[src/rtl/tlb_pkg.sv]
package tlb_pkg;
    localparam int VPN_W = 20;
    localparam int PPN_W = 20;
    localparam int ASN_W = 8;
    localparam int OFF_W = 12;
    localparam int VA_W  = VPN_W + OFF_W;
    localparam int PA_W  = PPN_W + OFF_W;

    typedef struct packed {
        logic [VPN_W-1:0] vpn;
        logic [ASN_W-1:0] asn;
        logic [PPN_W-1:0] ppn;
        logic             writable;
    } tlb_line_t;

    function automatic logic tag_eq(tlb_line_t l, logic [VPN_W-1:0] vpn, logic [ASN_W-1:0] asn);
        return (l.vpn == vpn) && (l.asn == asn);
    endfunction
endpackage

[src/rtl/tlb_store.sv]
module tlb_store import tlb_pkg::*; #(
    parameter int ENTRIES = 32,
    parameter int IDX_W   = $clog2(ENTRIES)
) (
    input  logic                  clk,
    input  logic                  rst,
    input  logic                  wr_en,
    input  logic [IDX_W-1:0]      wr_idx,
    input  tlb_line_t             wr_line,
    input  logic                  flush_asn_v,
    input  logic [ASN_W-1:0]      flush_asn,
    input  logic                  flush_all,
    output logic [ENTRIES-1:0]    valid_o,
    output tlb_line_t [ENTRIES-1:0] lines_o
);
    logic [ENTRIES-1:0]      valid_q;
    tlb_line_t [ENTRIES-1:0] line_q;

    always_ff @(posedge clk) begin
        if (rst) begin
            valid_q <= '0;
        end else begin
            for (int i = 0; i < ENTRIES; i++) begin
                if (flush_all || (flush_asn_v && line_q[i].asn == flush_asn))
                    valid_q[i] <= 1'b0;
            end
            if (wr_en) begin
                valid_q[wr_idx] <= 1'b1;
                line_q[wr_idx]  <= wr_line;
            end
        end
    end

    assign valid_o = valid_q;
    assign lines_o = line_q;

    assert_reset_empty_R1: assert property (@(posedge clk) rst |=> valid_q == '0);
    assert_flush_all_R11: assert property (@(posedge clk) disable iff (rst)
        (flush_all && !wr_en) |=> valid_q == '0);
    assert_fill_survives_R12: assert property (@(posedge clk) disable iff (rst)
        wr_en |=> valid_q[$past(wr_idx)]);

    for (genvar g = 0; g < ENTRIES; g++) begin : g_flush_chk
        assert_flush_asn_R10: assert property (@(posedge clk) disable iff (rst)
            (flush_asn_v && !wr_en && valid_q[g] && line_q[g].asn == flush_asn) |=> !valid_q[g]);
    end
endmodule

[src/rtl/tlb_match.sv]
module tlb_match import tlb_pkg::*; #(
    parameter int ENTRIES = 32,
    parameter int IDX_W   = $clog2(ENTRIES)
) (
    input  logic [ENTRIES-1:0]      valid,
    input  tlb_line_t [ENTRIES-1:0] lines,
    input  logic [VPN_W-1:0]        vpn,
    input  logic [ASN_W-1:0]        asn,
    output logic [ENTRIES-1:0]      match_vec,
    output logic                    any,
    output logic [IDX_W-1:0]        idx
);
    for (genvar g = 0; g < ENTRIES; g++) begin : g_cmp
        assign match_vec[g] = valid[g] && tag_eq(lines[g], vpn, asn);
    end

    always_comb begin
        idx = '0;
        for (int i = 0; i < ENTRIES; i++)
            if (match_vec[i]) idx = IDX_W'(i);
    end
    assign any = |match_vec;
endmodule

[src/rtl/tlb_lru.sv]
module tlb_lru #(
    parameter int ENTRIES = 32,
    parameter int IDX_W   = $clog2(ENTRIES)
) (
    input  logic               clk,
    input  logic               rst,
    input  logic               use_a,
    input  logic [IDX_W-1:0]   use_a_idx,
    input  logic               use_b,
    input  logic [IDX_W-1:0]   use_b_idx,
    input  logic [ENTRIES-1:0] valid,
    output logic [IDX_W-1:0]   victim
);
    localparam logic [IDX_W-1:0] OLDEST = IDX_W'(ENTRIES - 1);

    logic [IDX_W-1:0] age_q [ENTRIES];
    logic [IDX_W-1:0] age_a [ENTRIES];
    logic [IDX_W-1:0] age_b [ENTRIES];
    logic [ENTRIES-1:0] oldest_vec;

    always_comb begin
        age_a = age_q;
        if (use_a) begin
            for (int i = 0; i < ENTRIES; i++)
                if (age_q[i] < age_q[use_a_idx]) age_a[i] = age_q[i] + 1'b1;
            age_a[use_a_idx] = '0;
        end
        age_b = age_a;
        if (use_b) begin
            for (int i = 0; i < ENTRIES; i++)
                if (age_a[i] < age_a[use_b_idx]) age_b[i] = age_a[i] + 1'b1;
            age_b[use_b_idx] = '0;
        end
    end

    always_ff @(posedge clk) begin
        if (rst) begin
            for (int i = 0; i < ENTRIES; i++) age_q[i] <= IDX_W'(i);
        end else begin
            age_q <= age_b;
        end
    end

    for (genvar g = 0; g < ENTRIES; g++) begin : g_old
        assign oldest_vec[g] = (age_q[g] == OLDEST);
    end

    always_comb begin
        logic found;
        found  = 1'b0;
        victim = '0;
        for (int i = 0; i < ENTRIES; i++)
            if (oldest_vec[i]) victim = IDX_W'(i);
        for (int i = ENTRIES - 1; i >= 0; i--)
            if (!valid[i]) begin
                victim = IDX_W'(i);
                found  = 1'b1;
            end
    end

    assert_single_oldest_R8: assert property (@(posedge clk) disable iff (rst)
        $onehot(oldest_vec));
endmodule

[src/rtl/tlb_xlate.sv]
module tlb_xlate import tlb_pkg::*; #(
    parameter int ENTRIES = 32
) (
    input  logic             clk,
    input  logic             rst,
    input  logic             lk_valid,
    input  logic             lk_write,
    input  logic [ASN_W-1:0] lk_asn,
    input  logic [VA_W-1:0]  lk_vaddr,
    output logic             lk_hit,
    output logic             lk_miss,
    output logic             lk_wprot_fault,
    output logic [PA_W-1:0]  lk_paddr,
    input  logic             fill_valid,
    input  logic [VPN_W-1:0] fill_vpn,
    input  logic [ASN_W-1:0] fill_asn,
    input  logic [PPN_W-1:0] fill_ppn,
    input  logic             fill_writable,
    input  logic             flush_asn_valid,
    input  logic [ASN_W-1:0] flush_asn,
    input  logic             flush_all
);
    localparam int IDX_W = $clog2(ENTRIES);

    logic [ENTRIES-1:0]      valid;
    tlb_line_t [ENTRIES-1:0] lines;
    logic [ENTRIES-1:0]      lk_match, fill_match;
    logic                    lk_any, fill_dup;
    logic [IDX_W-1:0]        lk_idx, dup_idx, victim, fill_idx;
    tlb_line_t               hit_line, new_line;

    assign new_line = '{vpn: fill_vpn, asn: fill_asn, ppn: fill_ppn, writable: fill_writable};
    assign fill_idx = fill_dup ? dup_idx : victim;

    tlb_store #(.ENTRIES(ENTRIES)) i_store (
        .clk(clk), .rst(rst),
        .wr_en(fill_valid), .wr_idx(fill_idx), .wr_line(new_line),
        .flush_asn_v(flush_asn_valid), .flush_asn(flush_asn), .flush_all(flush_all),
        .valid_o(valid), .lines_o(lines)
    );

    tlb_match #(.ENTRIES(ENTRIES)) i_lk_match (
        .valid(valid), .lines(lines),
        .vpn(lk_vaddr[VA_W-1:OFF_W]), .asn(lk_asn),
        .match_vec(lk_match), .any(lk_any), .idx(lk_idx)
    );

    tlb_match #(.ENTRIES(ENTRIES)) i_fill_match (
        .valid(valid), .lines(lines),
        .vpn(fill_vpn), .asn(fill_asn),
        .match_vec(fill_match), .any(fill_dup), .idx(dup_idx)
    );

    tlb_lru #(.ENTRIES(ENTRIES)) i_lru (
        .clk(clk), .rst(rst),
        .use_a(lk_hit), .use_a_idx(lk_idx),
        .use_b(fill_valid), .use_b_idx(fill_idx),
        .valid(valid), .victim(victim)
    );

    assign hit_line       = lines[lk_idx];
    assign lk_hit         = lk_valid && lk_any;
    assign lk_miss        = lk_valid && !lk_any;
    assign lk_wprot_fault = lk_hit && lk_write && !hit_line.writable;
    assign lk_paddr       = lk_hit ? {hit_line.ppn, lk_vaddr[OFF_W-1:0]} : '0;

    assert_unique_match_R2: assert property (@(posedge clk) disable iff (rst)
        lk_hit |-> $onehot(lk_match));
    assert_fill_free_slot_R7: assert property (@(posedge clk) disable iff (rst)
        (fill_valid && !fill_dup && !(&valid) && !flush_all && !flush_asn_valid)
        |=> $countones(valid) == $past($countones(valid)) + 1);
    assert_dup_no_growth_R9: assert property (@(posedge clk) disable iff (rst)
        (fill_valid && fill_dup && !flush_all && !flush_asn_valid)
        |=> $countones(valid) == $past($countones(valid)));
endmodule

[config.mk]
export PLATFORM = sky130hd
export DESIGN_NAME = tlb_xlate
export DESIGN_NICKNAME = d
export VERILOG_FILES = /design/src/rtl/tlb_pkg.sv /design/src/rtl/tlb_store.sv /design/src/rtl/tlb_match.sv /design/src/rtl/tlb_lru.sv /design/src/rtl/tlb_xlate.sv
export SDC_FILE = /design/constraint.sdc
export NUM_CORES = 2
export LEC_CHECK = 0
export BUFFER_PORTS_ARGS = -buffer_cell sky130_fd_sc_hd__buf_2
export CELL_PAD_IN_SITES_DETAIL_PLACEMENT = 0
export CELL_PAD_IN_SITES_GLOBAL_PLACEMENT = 1
export CORE_ASPECT_RATIO = 1.25
export CORE_MARGIN = 4
export CORE_UTILIZATION = 30
export CTS_CLUSTER_SIZE = 40
export DETAILED_ROUTE_END_ITERATION = 7
export PLACE_DENSITY = 0.5
export SLEW_MARGIN = 10
export SYNTH_ARGS = -nofsm -noshare
export SYNTH_HDL_FRONTEND = slang
export SYNTH_SLANG_ARGS = --single-unit
[constraint.sdc]
create_clock -name clk -period 25.5 [get_ports clk]
set_input_delay 2.55 -clock clk [delete_from_list [all_inputs] [get_ports clk]]
set_output_delay 2.55 -clock clk [all_outputs]
set_load 0.05 [all_outputs]
==> results.md <==
* Die Area at 370100 um2
* Vias per std cell at between 5 and 6
* Initial drt markers at between 9000 and 10000
* Clk sinks at 1760
* Crit-path slowest cell: nor2b_1
* IO Count at 139
* Hold WC Path Type: flip-flop to flip-flop
* Met2 Wirelength at 259600 um
* CTS max path bufs at 4
* Max_slew headroom at 4.274%
* Final worst slack at 9770 ps
* Syn avg cell area at 10.76 um2
* Most used flip-flop cell after synthesis: edfxtp_1
* Layout area overhead at 12.83%
* DR WL met3 at 35560 um
* Drt wl/cell at around 37 um
* Largest area contributor in the netlist: edfxtp_1
* Cts bufs inserted at 207
* Postcts setup bufs at 0
* Tightest Pin Transition at 1436 ps
* Unique masters post-synth at 99
* Post-synthesis async set-or-reset flop share at 0%
* Fillers at between 30000 and 40000
* Met1 wire length at roughly 210000 um
* CP endpoint kind: flip-flop
* Synth Register Bits at ~1800
* Root Driver: clkbuf_16
* Tcrit/Tclk final at roughly three fifths
* GRT Overall Usage at 28.80%
* Initial antenna violation count at 36
* Synth area leaders: edfxtp_1, xnor2_1, xor2_1, nand4_1, ha_1
* Reg area at around 51000 um2
* Number of remaining DRC errors at 0
* WP data required at 26250 ps
* Startpoint types: input port
* Number of core rows at 246
* Grt ovf at 0
* Clk slew on worst S/H paths at 60 ps
* Leakage power at 38.93 nW
* Fraction of layout cells with a size suffix above 1 at 8.871%
* Slew Limit Fails at 0
* Crit-path most repeated cell: buf_4
* Die Height at 679.1 um
* Most frequent cell after synthesis: edfxtp_1
* Post-synth EDFFs at 1568
* Power per cell area at 58.13 nW/um2
* Synth Instances at 10049
* Post-cts gate resize count at 0
* CTS tree: yes
* Fmax at 63.57 MHz
* Detailed-route via count at 88776
* Core area at ~360000 um2
* Yosys Warn Count at 0
* Max cap viols at 0
* Hold-fix buffers at CTS at 0
* Sum Neg Setup Slack at 0 ps
* Buffers added on ports at 138
* Final setup viols at 0
* Post-Syn Area at 108100 um2
* Area share of the leading cell type in the synthesized netlist at between 40% and 50%
* Vias in the first global route at between 80000 and 90000
* Most frequent cells after synthesis: edfxtp_1, xnor2_1, nand4_1
* Drt first pass iters at 6
* CP peak stage delay at about 770 ps
* GPL Wtd Cong at 0.9957
* Nets at 10600
* Sequential share of the synthesized area at a little under half
* Arrival @ worst endpoint at 16480 ps
* H-tree depth at 4
* Clock latency on the worst-skew pair at 950 ps
* Status: complete, no violations
* Die X at 544.9 um
* Remaining antenna violation count at 0
* Worst Path Max Fanout at 69
* Skew final at a little under 100 ps
* Maximum VDD drop at 56.78 uV
* Largest net degree at the start of global routing at 132
* Initial Util at 30.12%
* Final wirelength at approximately 550000 um
* Unrepaired setup endpoints after global routing: no
* DP Worst Slack at 9236 ps
* Post-route minimum period at around 16000 ps
* Top layer reached by signal wires: met5
* Kind of critical path: input port to flip-flop
* Multi-input logic area at 54740 um2
* Synthesized net count at 10504
* DPL Wire Length at 371500 um
* First-pass GRT wire length at 741500 um
* Final Hold Viols at 0
[placed cells by master (no fill, tap or decap), types with 63 or more instances in the layout]
cell type	synthesis	final
o22ai_1	79	79
and2_1	154	153
nand4_1	720	720
mux2i_1	240	240
inv_1	171	169
xnor2_1	1417	1417
clkbuf_16	0	207
nand3_1	256	255
or4_1	65	65
and3_1	81	80
buf_2	182	73
nor2_1	424	394
nand2_1	592	583
ha_1	351	351
edfxtp_1	1568	1568
and2_0	63	63
nor3_1	169	160
a21o_1	144	144
xor2_1	709	709
a211oi_1	243	242
o21ai_0	250	247
nand2b_1	105	105
buf_4	29	320
nor4_1	315	308
dfxtp_1	192	192
a21oi_1	404	404
[through the flow]
stage / area (um2) / util [%] / std cells / hold WS [ps] / power, mW
floorplan: 108100 / - / 10049 / 492.9 / 3.694
global placement: 115100 / 32.08 / 14646 / 524.9 / 4.054
detailed placement: 115200 / 32.09 / 14647 / 529.8 / 4.056
CTS: 121900 / 33.97 / 15026 / 535.5 / 7.134
global route: 121900 / 33.98 / 15028 / 575.9 / 7.296
finish: 122000 / 33.99 / 15040 / 537.3 / 7.090
[area by class of cell]
type | count | share of cell area (%)
Clock inverter | 117 | 1.046
Timing Repair Buffer | 402 | 2.413
Tap cell | 4712 | 4.834
Sequential cell | 1760 | 41.75
Multi-Input combinational cell | 7599 | 44.88
Inverter | 175 | 0.5426
Antenna cell | 13 | 0.02667
Clock buffer | 262 | 4.506
[path summary, 6_finish.rpt]
kind	start	endpoint	slack [ps]	depth (start not counted)
setup / recovery	lk_vaddr[16]	i_lru.age_q[39]	9770	40
hold / removal	i_store.valid_o[29]	i_store.valid_o[29]	540	2
setup reg to reg	i_store.lines_o[1012]	i_lru.age_q[39]	12020	38
hold reg to reg	i_store.valid_o[29]	i_store.valid_o[29]	540	2
[where the power goes]
part	total (mW)	internal [mW]	switching, mW
Sequential	3.19	3.16	0.0389
Combinational	0.821	0.241	0.580
Clock	3.07	1.75	1.32
Total	7.09	5.15	1.94
[cells by family (layout without fill, tap and decap cells)]
logic type / Yosys count / count (layout) / synth area share, %
AND/OR/NAND/NOR: 3275 / 3275 / 16.63
XOR/XNOR: 2126 / 2126 / 17.22
flip-flops: 1760 / 1760 / 47.11
AO/OA/AOI/OAI: 1564 / 1564 / 9.583
buffers and inverters: 690 / 956 / 2.721
adder cells (fa/ha/maj): 351 / 351 / 4.063
multiplexers: 283 / 283 / 2.670
other: 0 / 13 / 0
[critical path: cells and delay by family]
family                     cells  cell delay [ps]
AOI/OAI and AO/OA             18             4930
and+or+nand+nor               11             4530
buffers and inverters          7             3060
adders and majority gates      2              680
xor gates and xnor gates       2              440
[registers in the layout, summed over array words and instances, names as in the netlist]
signal           flops
i_store.lines_o   1568
i_store.valid_o     32
i_lru.age_q        160
[layer usage]
layer,global-route usage [%],vias up
met1,34.22,45119
li1,-,37885
met2,48.05,4319
met3,4.532,1447
met5,0,-
met4,19.01,6
(Power assumes the default switching activity.)
